## config.mk

```make
export PLATFORM = sky130hd
export DESIGN_NAME = octfn_alu
export DESIGN_NICKNAME = d
export VERILOG_FILES = /design/src/rtl/octfn_alu_pkg.sv /design/src/rtl/octfn_alu_arith.sv /design/src/rtl/octfn_alu_logic.sv /design/src/rtl/octfn_alu_shift.sv /design/src/rtl/octfn_alu.sv
export SDC_FILE = /design/constraint.sdc
export NUM_CORES = 1
export LEC_CHECK = 0
export CAP_MARGIN = 30
export CORE_MARGIN = 4
export CORE_UTILIZATION = 50
export DETAILED_ROUTE_END_ITERATION = 12
export GPL_ROUTABILITY_DRIVEN = 0
export PLACE_DENSITY_LB_ADDON = 0.25
export SYNTH_ARGS = -nofsm -noshare
export SYNTH_HDL_FRONTEND = slang
export SYNTH_HIERARCHICAL = 1
export SYNTH_SLANG_ARGS = --single-unit
```

## constraint.sdc

```tcl
create_clock -name vclk -period 21.7
set_clock_uncertainty 0.2 [all_clocks]
set_input_delay 4.34 -clock vclk [all_inputs]
set_output_delay 4.34 -clock vclk [all_outputs]
set_load 0.1 [all_outputs]
```

## src/rtl/octfn_alu_pkg.sv

```systemverilog
package octfn_alu_pkg;

    localparam int ALU_W = 16;
    localparam int FN_W  = 3;

    typedef enum logic [FN_W-1:0] {
        FN_ADD = 3'd0,
        FN_SUB = 3'd1,
        FN_MUL = 3'd2,
        FN_SLT = 3'd3,
        FN_AND = 3'd4,
        FN_OR  = 3'd5,
        FN_XOR = 3'd6,
        FN_SHF = 3'd7
    } alu_fn_e;

endpackage

```

## src/rtl/octfn_alu_arith.sv

```systemverilog
// Arithmetic unit: wrapping sum, difference, truncated product and a signed compare.
module octfn_alu_arith #(
    parameter int W = 16
) (
    input  logic [W-1:0] a,
    input  logic [W-1:0] b,
    output logic [W-1:0] sum,
    output logic [W-1:0] diff,
    output logic [W-1:0] prod,
    output logic [W-1:0] lt
);
    always_comb begin
        sum  = a + b;
        diff = a - b;
        prod = a * b;
        lt   = '0;
        lt[0] = ($signed(a) < $signed(b));
    end
endmodule

```

## src/rtl/octfn_alu_logic.sv

```systemverilog
// Bitwise unit: the three two-input gate functions.
module octfn_alu_logic #(
    parameter int W = 16
) (
    input  logic [W-1:0] a,
    input  logic [W-1:0] b,
    output logic [W-1:0] and_o,
    output logic [W-1:0] or_o,
    output logic [W-1:0] xor_o
);
    always_comb begin
        and_o = a & b;
        or_o  = a | b;
        xor_o = a ^ b;
    end
endmodule

```

## src/rtl/octfn_alu_shift.sv

```systemverilog
// Signed-count shifter: positive count moves left, negative moves right (logical).
module octfn_alu_shift #(
    parameter int W = 16
) (
    input  logic [W-1:0] a,
    input  logic [W-1:0] cnt,
    output logic [W-1:0] y
);
    localparam int SH_W = $clog2(W);
    localparam logic [W-1:0] LIMIT = W'(W);

    logic         go_right;
    logic [W-1:0] mag;
    logic         too_far;
    logic [W-1:0] moved;

    always_comb begin
        go_right = cnt[W-1];
        mag      = go_right ? (~cnt + 1'b1) : cnt;
        too_far  = (mag >= LIMIT);
        moved    = go_right ? (a >> mag[SH_W-1:0]) : (a << mag[SH_W-1:0]);
        y        = too_far ? '0 : moved;
    end
endmodule

```

## src/rtl/octfn_alu.sv

```systemverilog
// Top: three function units feeding one select.
module octfn_alu
    import octfn_alu_pkg::*;
#(
    parameter int W = ALU_W
) (
    input  logic [FN_W-1:0] fn_sel,
    input  logic [W-1:0]    opnd_a,
    input  logic [W-1:0]    opnd_b,
    output logic [W-1:0]    result
);
    logic [W-1:0] sum_w, diff_w, prod_w, lt_w;
    logic [W-1:0] and_w, or_w, xor_w, shf_w;
    alu_fn_e      fn;

    octfn_alu_arith #(.W(W)) u_arith (
        .a(opnd_a), .b(opnd_b),
        .sum(sum_w), .diff(diff_w), .prod(prod_w), .lt(lt_w)
    );

    octfn_alu_logic #(.W(W)) u_logic (
        .a(opnd_a), .b(opnd_b),
        .and_o(and_w), .or_o(or_w), .xor_o(xor_w)
    );

    octfn_alu_shift #(.W(W)) u_shift (
        .a(opnd_a), .cnt(opnd_b), .y(shf_w)
    );

    always_comb begin
        fn = alu_fn_e'(fn_sel);
        unique case (fn)
            FN_ADD: result = sum_w;
            FN_SUB: result = diff_w;
            FN_MUL: result = prod_w;
            FN_SLT: result = lt_w;
            FN_AND: result = and_w;
            FN_OR:  result = or_w;
            FN_XOR: result = xor_w;
            FN_SHF: result = shf_w;
        endcase
    end
endmodule

```

Word level (Yosys, flattened, before mapping)
Index checks and enable logic that the tools add are counted.
{ "totals": {"reg_bits": 0, "latchBits": 0, "ramBits": 0, "romBits": 0, "in_bits": 35, "out_inout_bits": 16, "mem_count": 0} }
{ "classes": {"add_sub_neg": 3, "multipliers": 1, "div": 0, "order_cmp": 2, "n_eq_ne": 7, "shifts": 2, "n_mux": 4, "bitwise_logic": 4, "reduce_logical": 1} }
{ "op_table": {"columns": ["cell", "count"], "rows": [
  ["$pmux 16 s8", 1],
  ["$mux 16", 3],
  ["$add 16x1->16 const B", 1],
  ["$add 16x16->16", 1],
  ["$and 16x16->16", 1],
  ["$ge 16x5->1 const B", 1],
  ["$lt 16x16->1", 1],
  ["$mul 16x16->16", 1],
  ["$not 16->16", 1],
  ["$or 16x16->16", 1],
  ["$shl 16x4->16", 1],
  ["$shr 16x4->16", 1],
  ["$sub 16x16->16", 1],
  ["$xor 16x16->16", 1],
  ["$eq 3x3->1 const B", 4],
  ["$eq 3x2->1 const B", 2],
  ["$eq 3x1->1 const B", 1],
  ["$logic_not 3->1", 1]
]} }

Longest topological paths before layout
{ "depth": {"ltp_word": 7, "mapped_depth": 24} }

By module
Netlist, hierarchy kept.
{ "by_module_without_submodules": {"columns": ["module", "n_inst", "cells_per_inst", "area_each_um2"], "rows": [
  ["octfn_alu_arith", 1, 684, 5391.4],
  ["octfn_alu_shift", 1, 287, 1860.5],
  ["octfn_alu", 1, 177, 1114.8],
  ["octfn_alu_logic", 1, 80, 580.6]
]} }

Least setup slack after synthesis
OpenSTA, ideal clock, no wires.
{ "synth_path": {"path_type": "input-to-output", "from": "input port opnd_a[1]", "to": "output port result[13]", "t_arrival_ns": 10.825, "required_time_ns": 17.160, "slack_ns": 6.335, "path_stages": 22, "path_buffers": 1, "path_cell_list": "clkbuf_1 > clkinv_1 > nor2_1 > fa_1 > fa_1 > ha_1 > fa_1 > inv_1 > fa_1 > fa_1 > inv_1 > ha_1 > nand3_1 > o211ai_1 > or4_1 > o2111ai_1 > nand2b_1 > a21oi_1 > xnor2_1 > nand2b_1 > a22oi_1 > a31oi_1"} }
{ "synth_between": {"word_cells_on_any_way": 8, "cone_classes": "add/sub: 2; mul: 1; shift: 2; mux: 3"} }
{ "synth_rtl": {"columns": ["element", "line", "source"], "rows": [
  ["start, declared", "octfn_alu.sv:8", "input logic [W-1:0] opnd_a,"],
  ["$mul 16x16->16", "octfn_alu_arith.sv:15", "prod = a * b;"],
  ["via prod_w[13]", "octfn_alu.sv:12", "logic [W-1:0] sum_w, diff_w, prod_w, lt_w;"],
  ["$pmux 16 s8", "octfn_alu.sv:32", "unique case (fn)"],
  ["end, declared", "octfn_alu.sv:10", "output logic [W-1:0] result"]
]} }
The timed path passes the listed nets, and every way through them passes these cells.

Final worst setup path
Ends and elaborated chain as after synthesis.

==> metrics.md <==
| Metric | Value |
|---|---|
| Outcome | finished clean |
| WL per Instance | 19.1 um |
| CP dominant cell by count | fa_1 |
| Final period utilization | around three quarters |
| HP Class | input port to output pin |
| Dpl cells | 1462 |
| Post-CTS setup buffer count | 0 |
| Int Pwr | 0.323 mW |
| Worst Path Buf+Inv | 5 |
| Initial core utilization | 51.4% |
| Vias | 8627 |
| Measured slew at the worst slew-check pin | 0.987 ns |
| ANT cells | 0 |
| Setup violations, final | 0 |
| Final Hold Viols | 0 |
| Most frequent cells after synthesis | inv_1, nand2_1, ha_1 |
| Clock buffers | 0 |
| Synth top area share | a little under a fifth |
| Leakage | 4.56 nW |
| Setup tns final | 0 ns |
| Synth-to-Final Area Change | 6.71% |
| PostCTS Resize Cnt | 0 |
| Post-DP Area | 9550 um2 |
| # rows | 48 |
| Io pins | 51 |
| DPL Wire Length | 20400 um |
| Port Buf Inserts | 51 |
| First DRT Iteration DRCs | 938 |
| F_max | 60.5 MHz |
| Number of detailed-route iterations in the first pass | 6 |
| Slew headroom | 34.0% |
| Final Non-Filler Cells | 1462 |
| Cell Area, Synth | 8950 um2 |
| Ratio of cells with drive above 1 in the final layout | 5.58% |
| Routed vias/inst | between 5 and 6 |
| Max Used Layer | met4 |
| Routed WL | 27900 um |
| Max cap viols | 0 |
| Antenna Nets Post-Route | 0 |
| Crit Path Category | input port to output pin |
| Met2 wire length | ~13000 um |
| Residual DRC count | 0 |
| Crit path launch type | input port |
| Synth area leader | fa_1 |
| Crit. End Element | output pin |
| Required @ worst endpoint | roughly 17 ns |
| Final core occ | 54.8% |
| GRT overflow | 0 |
| Most common cell in the netlist | inv_1 |
| Met3 wire len | 2030 um |
| CP max FO | 16 |
| Clk pwr share | 0% |
| Initial antenna violation count | 0 |
| Min Tclk post-route | between 15 and 20 ns |
| CORE AREA | 17400 um2 |
| Pwr dens | between 80 and 90 nW/um2 |
| Switching Power | 0.478 mW |
| Seq pwr share | 0% |
| Layout sequential cell count | 0 |
| Delay-heaviest family, CP | adder cells |
| First-pass GRT wire length | 44200 um |
| Synth area leaders | fa_1, ha_1, inv_1 |
| Synth warn | 6 |
| Crit-path cells | clkdlybuf4s50_1, clkinv_1, nor2_1, fa_1, fa_1, ha_1, fa_1, inv_1, fa_1, fa_1, inv_1, ha_1, nand3_1, o211ai_1, or4_1, o2111ai_1, nand2b_1, a21oi_1, xnor2_1, nand2b_1, a22oi_1, a31oi_1, clkdlybuf4s50_1 |
| Worst VDD drop | just over 90 uV |
| Pins Over Slew Limit | 0 |
| GRT Total Usage | 27.3% |
| Comb pwr share | 100.0% |
| Cells after Synth | 1228 |
| Critical path's slowest cell | clkdlybuf4s50_1 |
| Switching share of power | 59.6% |
| Crit path DAT | 11.99 ns |
| Avg Inst Size Synth | between 7 and 8 um2 |
| Full die area | roughly 20000 um2 |
| Delay of the slowest cell on the worst path | 1.18 ns |
| Reg area | 0 um2 |
| Design Area, Final | between 9000 and 10000 um2 |
| Chip height | 142 um |
| Yosys cell types | 79 |
| RSZ-0062 raised after global routing | false |
| Vias in the first global route | 8631 |
| Post-CTS Hold Buffers | 0 |
| Min Hold Slack | between 10 and 15 ns |
| Die width | 142 um |
| Seq/Total Area, Yosys | 0% |
| Largest net degree at the start of global routing | 55 |
| DRT met1 WL | around 12000 um |
| # nets final | 1469 |
[through the flow]
stage	worst slack, ns	power [mW]
detailed placement	5.24	0.789
floorplan	6.33	0.600
global route	4.89	0.885
CTS	5.22	0.793
finish	5.17	0.801
global placement	5.36	0.773
[worst min-delay path: cells and delay by family]
family / cells / cell delay, ns
compound gates: 2 / 0.34
buf+inv: 2 / 1.37
[cell families (layout without fill, tap and decap cells)]
group | count (synthesis) | after routing | share of synthesized area [%]
other | 1 | 15 | 0.0419
xor gates and xnor gates | 64 | 64 | 6.26
muxes | 50 | 50 | 6.04
and+or+nand+nor | 396 | 396 | 21.6
buffers and inverters | 288 | 283 | 13.8
adders and majority gates | 195 | 195 | 34.1
AOI/OAI and AO/OA | 234 | 234 | 18.1
[area by class of cell]
type	instances	area [um2]
fill	1708	7870
multi-input combinational	954	7780
inverter	208	781
timing repair buffer	75	704
tap	225	282
[power groups by stage]
stage | Sequential [mW] | Combinational [mW] | Clock [mW]
floorplan | 0 | 0.600 | 0
global placement | 0 | 0.773 | 0
detailed placement | 0 | 0.789 | 0
CTS | 0 | 0.793 | 0
global route | 0 | 0.885 | 0
finish | 0 | 0.801 | 0
[final timing paths]
check	from	to	slack, ns	cells past startpoint
setup / recovery	opnd_a[1]	result[13]	5.17	23
hold / removal	fn_sel[1]	result[11]	10.21	4
[cell usage in the layout, fill, tap and decap left out, types with 27 or more instances in the layout]
cell	Yosys	layout
a21oi_1	41	41
a22oi_1	27	27
and2_1	45	45
clkdlybuf4s50_1	0	49
fa_1	82	82
ha_1	113	113
inv_1	207	207
mux2i_1	36	35
nand2_1	128	128
nor2_1	92	92
o21ai_0	41	41
xnor2_1	47	46
[per-layer routing]
metal / vias to the layer above / GRT usage, %
met4: 0 / 9.65
met3: 79 / 2.56
met2: 422 / 46.4
met5: - / 0
met1: 4083 / 36.3
li1: 4043 / -
Note: power is estimated with default switching activity, not from simulation.
